[config.mk]
export PLATFORM = sky130hd
export DESIGN_NAME = hazard_unit
export DESIGN_NICKNAME = d
export VERILOG_FILES = /design/src/rtl/hzd_pkg.sv /design/src/rtl/hzd_fwd_select.sv /design/src/rtl/hzd_load_interlock.sv /design/src/rtl/hzd_branch_squash.sv /design/src/rtl/hazard_unit.sv
export SDC_FILE = /design/constraint.sdc
export NUM_CORES = 1
export LEC_CHECK = 0
export BUFFER_PORTS_ARGS = -buffer_cell sky130_fd_sc_hd__buf_2
export CORE_AREA = 4 4 41 43
export DETAILED_ROUTE_END_ITERATION = 8
export DIE_AREA = 0 0 45 47
export MAX_ROUTING_LAYER = met4
export PLACE_DENSITY = 0.82
export SLEW_MARGIN = 15
export SYNTH_ARGS = -nofsm -noshare
export SYNTH_HDL_FRONTEND = slang
export SYNTH_SLANG_ARGS = --single-unit
[constraint.sdc]
create_clock -name vclk -period 2.3
set_input_delay 0.345 -clock vclk [all_inputs]
set_output_delay 0.345 -clock vclk [all_outputs]
set_load 0.01 [all_outputs]
[src/rtl/hzd_pkg.sv]
// Package: shared encodings for the hazard controller.
// Assumes a register index width fixed per build by the top parameter.
package hzd_pkg;

    // ALU operand source; encoding is decoded by the datapath muxes.
    typedef enum logic [1:0] {
        SRC_REGFILE = 2'b00,
        SRC_WB      = 2'b01,
        SRC_MEM     = 2'b10
    } opnd_src_e;

endpackage

[src/rtl/hzd_fwd_select.sv]
// Module: picks the source of one ALU operand in execute.
// Assumes: a load in the memory stage never matches here, because the
// load-use interlock kept its consumer out of execute for a cycle.
// Register 0 is a constant and is never bypassed.
module hzd_fwd_select
    import hzd_pkg::*;
#(
    parameter int unsigned IDX_W = 5
) (
    input  logic             clk,
    input  logic             rst_n,
    input  logic [IDX_W-1:0] src_idx,
    input  logic             mem_wr,
    input  logic             mem_ld,
    input  logic [IDX_W-1:0] mem_rd,
    input  logic             wb_wr,
    input  logic [IDX_W-1:0] wb_rd,
    output opnd_src_e        sel
);

    localparam logic [IDX_W-1:0] ZERO_IDX = '0;

    logic src_live;
    logic hit_mem;
    logic hit_wb;

    // Qualify each producer stage against this operand.
    always_comb begin
        src_live = (src_idx != ZERO_IDX);
        hit_mem  = src_live && mem_wr && !mem_ld && (mem_rd == src_idx);
        hit_wb   = src_live && wb_wr && (wb_rd == src_idx);
    end

    // Nearest producer wins; fall back to the register file.
    always_comb begin
        if (hit_mem)     sel = SRC_MEM;
        else if (hit_wb) sel = SRC_WB;
        else             sel = SRC_REGFILE;
    end

    // register 0 always reads the file.
    assert_zero_not_bypassed_R4: assert property (@(posedge clk) disable iff (!rst_n)
        (src_idx == ZERO_IDX) |-> (sel == SRC_REGFILE));

    // without any enabled producer the file is used.
    assert_no_enable_no_bypass_R5: assert property (@(posedge clk) disable iff (!rst_n)
        (!mem_wr && !wb_wr) |-> (sel == SRC_REGFILE));

    // a load in the memory stage is never a bypass source.
    assert_load_not_mem_source_R1: assert property (@(posedge clk) disable iff (!rst_n)
        mem_ld |-> (sel != SRC_MEM));

endmodule

[src/rtl/hzd_load_interlock.sv]
// Module: detects a decode instruction reading the destination of a load
// now in execute. Assumes the loaded value is first available at the end
// of the memory stage, so one cycle of hold is always enough.
module hzd_load_interlock #(
    parameter int unsigned IDX_W = 5,
    parameter int unsigned N_SRC = 2
) (
    input  logic                        clk,
    input  logic                        rst_n,
    input  logic                        ex_wr,
    input  logic                        ex_ld,
    input  logic [IDX_W-1:0]            ex_rd,
    input  logic [N_SRC-1:0][IDX_W-1:0] id_src,
    output logic                        hold
);

    localparam logic [IDX_W-1:0] ZERO_IDX = '0;

    logic             ld_pending;
    logic [N_SRC-1:0] src_hit;

    // A load with a real destination is sitting in execute.
    always_comb ld_pending = ex_wr && ex_ld && (ex_rd != ZERO_IDX);

    // Compare every decode source with the pending load destination.
    for (genvar g = 0; g < N_SRC; g++) begin : g_src
        always_comb src_hit[g] = ld_pending && (id_src[g] == ex_rd);
    end

    // Any matching source holds the front of the pipe.
    always_comb hold = |src_hit;

    // non-load producers never hold the pipe.
    assert_alu_no_hold_R7: assert property (@(posedge clk) disable iff (!rst_n)
        !ex_ld |-> !hold);

    // a disabled write never holds the pipe.
    assert_nowrite_no_hold_R5: assert property (@(posedge clk) disable iff (!rst_n)
        !ex_wr |-> !hold);

endmodule

[src/rtl/hzd_branch_squash.sv]
// Module: kills the wrong-path fetch after a taken branch in decode.
// Assumes a held decode stage has no final branch outcome yet, so no kill
// is issued while the pipe is held.
module hzd_branch_squash (
    input  logic clk,
    input  logic rst_n,
    input  logic br_taken,
    input  logic hold,
    output logic squash
);

    // Kill only when the branch actually leaves decode this cycle.
    always_comb squash = br_taken && !hold;

    // never kill while the front is held.
    assert_no_kill_on_hold_R8: assert property (@(posedge clk) disable iff (!rst_n)
        hold |-> !squash);

endmodule

[src/rtl/hazard_unit.sv]
// Module: top of the hazard controller for a five-stage in-order pipe.
// Produces operand bypass selects for execute, a one-cycle load-use hold
// with a bubble into execute, and a kill of the fetch after a taken branch.
// Assumes a split-cycle register file (write before read), so decode
// needs no bypass. Purely combinational; clk/rst_n feed the properties.
module hazard_unit
    import hzd_pkg::*;
#(
    parameter int unsigned IDX_W = 5
) (
    input  logic             clk,
    input  logic             rst_n,
    input  logic [IDX_W-1:0] id_rs1_i,
    input  logic [IDX_W-1:0] id_rs2_i,
    input  logic [IDX_W-1:0] ex_rs1_i,
    input  logic [IDX_W-1:0] ex_rs2_i,
    input  logic [IDX_W-1:0] ex_rd_i,
    input  logic             ex_wr_i,
    input  logic             ex_load_i,
    input  logic [IDX_W-1:0] mem_rd_i,
    input  logic             mem_wr_i,
    input  logic             mem_load_i,
    input  logic [IDX_W-1:0] wb_rd_i,
    input  logic             wb_wr_i,
    input  logic             br_taken_i,
    output logic [1:0]       fwd_a_o,
    output logic [1:0]       fwd_b_o,
    output logic             stall_o,
    output logic             bubble_o,
    output logic             squash_o
);

    localparam int unsigned N_OPND = 2;

    logic [N_OPND-1:0][IDX_W-1:0] ex_src;
    logic [N_OPND-1:0][IDX_W-1:0] id_src;
    opnd_src_e                    sel [N_OPND];
    logic                         hold;

    // Gather operand numbers into indexed vectors.
    always_comb begin
        ex_src[0] = ex_rs1_i;
        ex_src[1] = ex_rs2_i;
        id_src[0] = id_rs1_i;
        id_src[1] = id_rs2_i;
    end

    // One bypass selector per ALU operand.
    for (genvar g = 0; g < N_OPND; g++) begin : g_opnd
        hzd_fwd_select #(.IDX_W(IDX_W)) i_sel (
            .clk     (clk),
            .rst_n   (rst_n),
            .src_idx (ex_src[g]),
            .mem_wr  (mem_wr_i),
            .mem_ld  (mem_load_i),
            .mem_rd  (mem_rd_i),
            .wb_wr   (wb_wr_i),
            .wb_rd   (wb_rd_i),
            .sel     (sel[g])
        );
    end

    hzd_load_interlock #(.IDX_W(IDX_W), .N_SRC(N_OPND)) i_lock (
        .clk    (clk),
        .rst_n  (rst_n),
        .ex_wr  (ex_wr_i),
        .ex_ld  (ex_load_i),
        .ex_rd  (ex_rd_i),
        .id_src (id_src),
        .hold   (hold)
    );

    hzd_branch_squash i_kill (
        .clk      (clk),
        .rst_n    (rst_n),
        .br_taken (br_taken_i),
        .hold     (hold),
        .squash   (squash_o)
    );

    // Drive the outward control signals.
    always_comb begin
        fwd_a_o  = sel[0];
        fwd_b_o  = sel[1];
        stall_o  = hold;
        bubble_o = hold;
    end

    // the memory stage wins over write-back for operand A.
    assert_mem_priority_R3: assert property (@(posedge clk) disable iff (!rst_n)
        (mem_wr_i && !mem_load_i && wb_wr_i && (mem_rd_i == ex_rs1_i)
         && (wb_rd_i == ex_rs1_i) && (ex_rs1_i != '0)) |-> (fwd_a_o == 2'b10));

    // a load feeding decode holds the front and bubbles execute.
    assert_load_use_hold_R6: assert property (@(posedge clk) disable iff (!rst_n)
        (ex_wr_i && ex_load_i && (ex_rd_i != '0) && (ex_rd_i == id_rs2_i))
        |-> (stall_o && bubble_o));

    // destination 0 in execute never holds the pipe.
    assert_zero_no_hold_R4: assert property (@(posedge clk) disable iff (!rst_n)
        (ex_rd_i == '0) |-> !stall_o);

endmodule

==> impl_metrics.xml <==
<?xml version="1.0" encoding="UTF-8"?>
<metrics>
  <group name="die">
    <metric name="die_boundary_height" unit="um">47</metric>
    <metric name="initial_utilization" unit="">0.363</metric>
    <metric name="boundaryPins" unit="">50</metric>
    <metric name="design.die.area" unit="sq um">2120</metric>
    <metric name="floorplan.die.width" unit="um">45</metric>
    <metric name="std_cell_rows" unit="">13</metric>
    <metric name="core-area" unit="sq um">1300</metric>
  </group>
  <group name="finish">
    <metric name="layout-area-overhead-vs-synth" unit="%">50.0</metric>
    <metric name="drive_gt1_frac" unit="">0.549</metric>
    <metric name="nFillCells" unit="">130</metric>
    <metric name="postLayoutCoreUtil" unit="">0.545</metric>
    <metric name="final.clkbuf_count" unit="">0</metric>
    <metric name="nFlopsAndLatches" unit="">0</metric>
    <metric name="diodes" unit="">0</metric>
    <metric name="seq_area" unit="sq um">0</metric>
    <metric name="final_net_count" unit="">147</metric>
  </group>
  <group name="synth">
    <metric name="synth.mux.area_fraction" unit="">0</metric>
    <metric name="syn_avg_cell_area" unit="sq um">8.30</metric>
    <metric name="synth.yosys.seq_area_share" unit="">0</metric>
    <metric name="yosys_warnings" unit="">0</metric>
    <metric name="compound_cell_area_share_of_the_yosys_netlist" unit="">0.0503</metric>
    <metric name="top_cells_by_area_synth" unit="">xnor2_1 (48%), nor4_2 (11%), xor2_1 (7.4%)</metric>
    <metric name="dominant_combinational_cell_family_by_area_after_synthesis" unit="">XOR/XNOR gates</metric>
    <metric name="cell_accounting_for_the_most_synthesized_area" unit="">xnor2_1</metric>
    <metric name="yosysUniqueCellTypes" unit="">15</metric>
    <metric name="netlist.area_leader.share" unit="">0.481</metric>
    <metric name="synth-xor-area-share" unit="">0.556</metric>
    <metric name="synth_fa_ha_area_frac" unit="">0</metric>
    <metric name="synthTopCellsByCount" unit="">xnor2_1 (26), nand2_1 (4), nand4_1 (4), nor4_2 (4), xor2_1 (4)</metric>
    <metric name="most_instantiated_library_cell_after_synthesis" unit="">xnor2_1</metric>
    <metric name="synthesized_area_fraction_occupied_by_and_or_nand_nor_cells" unit="">0.347</metric>
    <metric name="synth_area" unit="sq um">473</metric>
    <metric name="synth_nets" unit="">100</metric>
    <metric name="post_synth_inst_count" unit="">57</metric>
  </group>
  <group name="detailed_routing">
    <metric name="drt_iter0_markers" unit="">2</metric>
    <metric name="drc" unit="">0</metric>
    <metric name="post_drt_wl_per_cell" unit="um">11.5</metric>
    <metric name="drt-vias-per-instance" unit="">4.88</metric>
    <metric name="detailedRoute.firstPassIterationCount" unit="">2</metric>
    <metric name="detail-route-antenna-nets" unit="">0</metric>
    <metric name="drt_wl_total" unit="mm">1.35</metric>
    <metric name="via_count" unit="">571</metric>
  </group>
  <group name="power_and_ir_drop">
    <metric name="power.clock.fraction" unit="">0</metric>
    <metric name="power.ir.vdd_worst" unit="uV">79.3</metric>
    <metric name="power.switching_fraction" unit="">0.451</metric>
    <metric name="sequential_cell_fraction_of_total_power" unit="">0</metric>
    <metric name="power_report.internal_total" unit="uW">67.2</metric>
    <metric name="p_per_area" unit="nW/um^2">173</metric>
    <metric name="power.static_leakage" unit="uW">0.000308</metric>
    <metric name="power.share.combinational" unit="">1.000</metric>
    <metric name="power_switching" unit="uW">55.3</metric>
  </group>
  <group name="grt">
    <metric name="grt_use_met3" unit="">0.0192</metric>
    <metric name="grt_pass1_wl" unit="mm">2.01</metric>
    <metric name="grt_util_met2" unit="">0.271</metric>
    <metric name="global_route.overflow_total" unit="">0</metric>
    <metric name="met1_usage" unit="">0.121</metric>
    <metric name="antenna_found_initial" unit="">0</metric>
    <metric name="grt_max_degree" unit="">4</metric>
    <metric name="globalRoute.busiestLayer" unit="">met2</metric>
    <metric name="vias_in_the_first_global_route" unit="">526</metric>
    <metric name="gr-usage-all-layers" unit="">0.126</metric>
  </group>
  <group name="timing">
    <metric name="timing_hold_violations_final" unit="">0</metric>
    <metric name="drv_slew" unit="">0</metric>
    <metric name="setup_violations" unit="">0</metric>
    <metric name="timing.max_slew.rel_slack" unit="">0.808</metric>
    <metric name="whs" unit="ns">1.03</metric>
    <metric name="achievable-frequency" unit="MHz">512</metric>
    <metric name="rsz0062_at_grt" unit="">no</metric>
    <metric name="timing.final.crit_share" unit="">0.849</metric>
    <metric name="worst_slew_pin_slew" unit="ns">0.286</metric>
    <metric name="finalWorstPathRequiredPeriod" unit="ns">1.95</metric>
    <metric name="totalNegativeSetupSlack" unit="ns">0</metric>
  </group>
  <group name="worst_setup_path">
    <metric name="start_kind" unit="">input pin</metric>
    <metric name="required" unit="ns">1.96</metric>
    <metric name="endpoint_kind" unit="">output pin</metric>
    <metric name="critPathKind" unit="">input pin to output pin</metric>
    <metric name="startpoint" unit="">ex_rs2_i[0]</metric>
    <metric name="critPathMaxFanout" unit="">3</metric>
    <metric name="worst_path_arrival" unit="ns">1.61</metric>
  </group>
  <group name="hold_path">
    <metric name="worstHoldPathType" unit="">input pin to output pin</metric>
    <metric name="start_point_of_the_worst_hold_path" unit="">br_taken_i</metric>
  </group>
  <group name="clock_network">
    <metric name="cts_resized" unit="">0</metric>
    <metric name="cts.hold.buffers_added" unit="">0</metric>
    <metric name="postCtsSetupBuffers" unit="">0</metric>
  </group>
  <group name="run">
    <metric name="max_cap_violations" unit="">0</metric>
  </group>
  <group name="placement">
    <metric name="gpl.final_weighted_congestion" unit="">0.790</metric>
    <metric name="place_hpwl" unit="mm">1.30</metric>
    <metric name="placement.io_buffers" unit="">48</metric>
  </group>
  <group name="status">
    <metric name="status" unit="">finished, final reports clean</metric>
  </group>
</metrics>
[worst max-delay path, cell delays in order]
cell and delay (ns):
buf_2 0.13, or4_4 0.54, nor2_4 0.12, nor4_2 0.06, nor4_2 0.24, buf_2 0.17
[final cells by class]
cell class,instances,area [sq um],share of cell area
Multi-Input combinational cell,54,450,0.635
Tap cell,15,18.8,0.0265
Timing Repair Buffer,48,240,0.339
[power by group through the flow]
stage                     Clock [uW]  Combinational, uW  Sequential [uW]
after floorplan                    0               62.4                0
after global placement             0                121                0
after detailed placement           0                124                0
after CTS                          0                124                0
after global routing               0                134                0
final                              0                123                0
[through the flow]
step,worst slack (ns),total power [uW],std cells,instance area (sq um)
floorplan,0.567,62.4,57,473
global placement,0.361,121,117,709
detailed placement,0.340,124,117,709
CTS,0.336,124,117,709
global route,0.242,134,117,709
finish,0.348,123,117,709
[cell families after synthesis]
logic type	count (synthesis)
AND/OR/NAND/NOR	21
buffers and inverters	3
XOR/XNOR	30
AO/OA/AOI/OAI	3
[routing by layer]
layer | vias up | wire [um]
li1 | 289 | -
met1 | 239 | 427
met2 | 43 | 664
met3 | 0 | 256
met4 | 0 | 0
met5 | - | 0
[worst paths after layout]
path,slack [ns],cells past startpoint,end
max,0.35,6,fwd_b_o[0]
min,1.03,3,squash_o
[placed cells by master (no fill, tap or decap), types with 2 or more instances in the layout]
cell and instances:
nand3_1 2, nand2_1 4, nor4_2 4, buf_2 48, or4_4 2, xor2_1 4
xnor2_1 26, nor2_4 2, nand4_1 4
(Power assumes the default switching activity.)
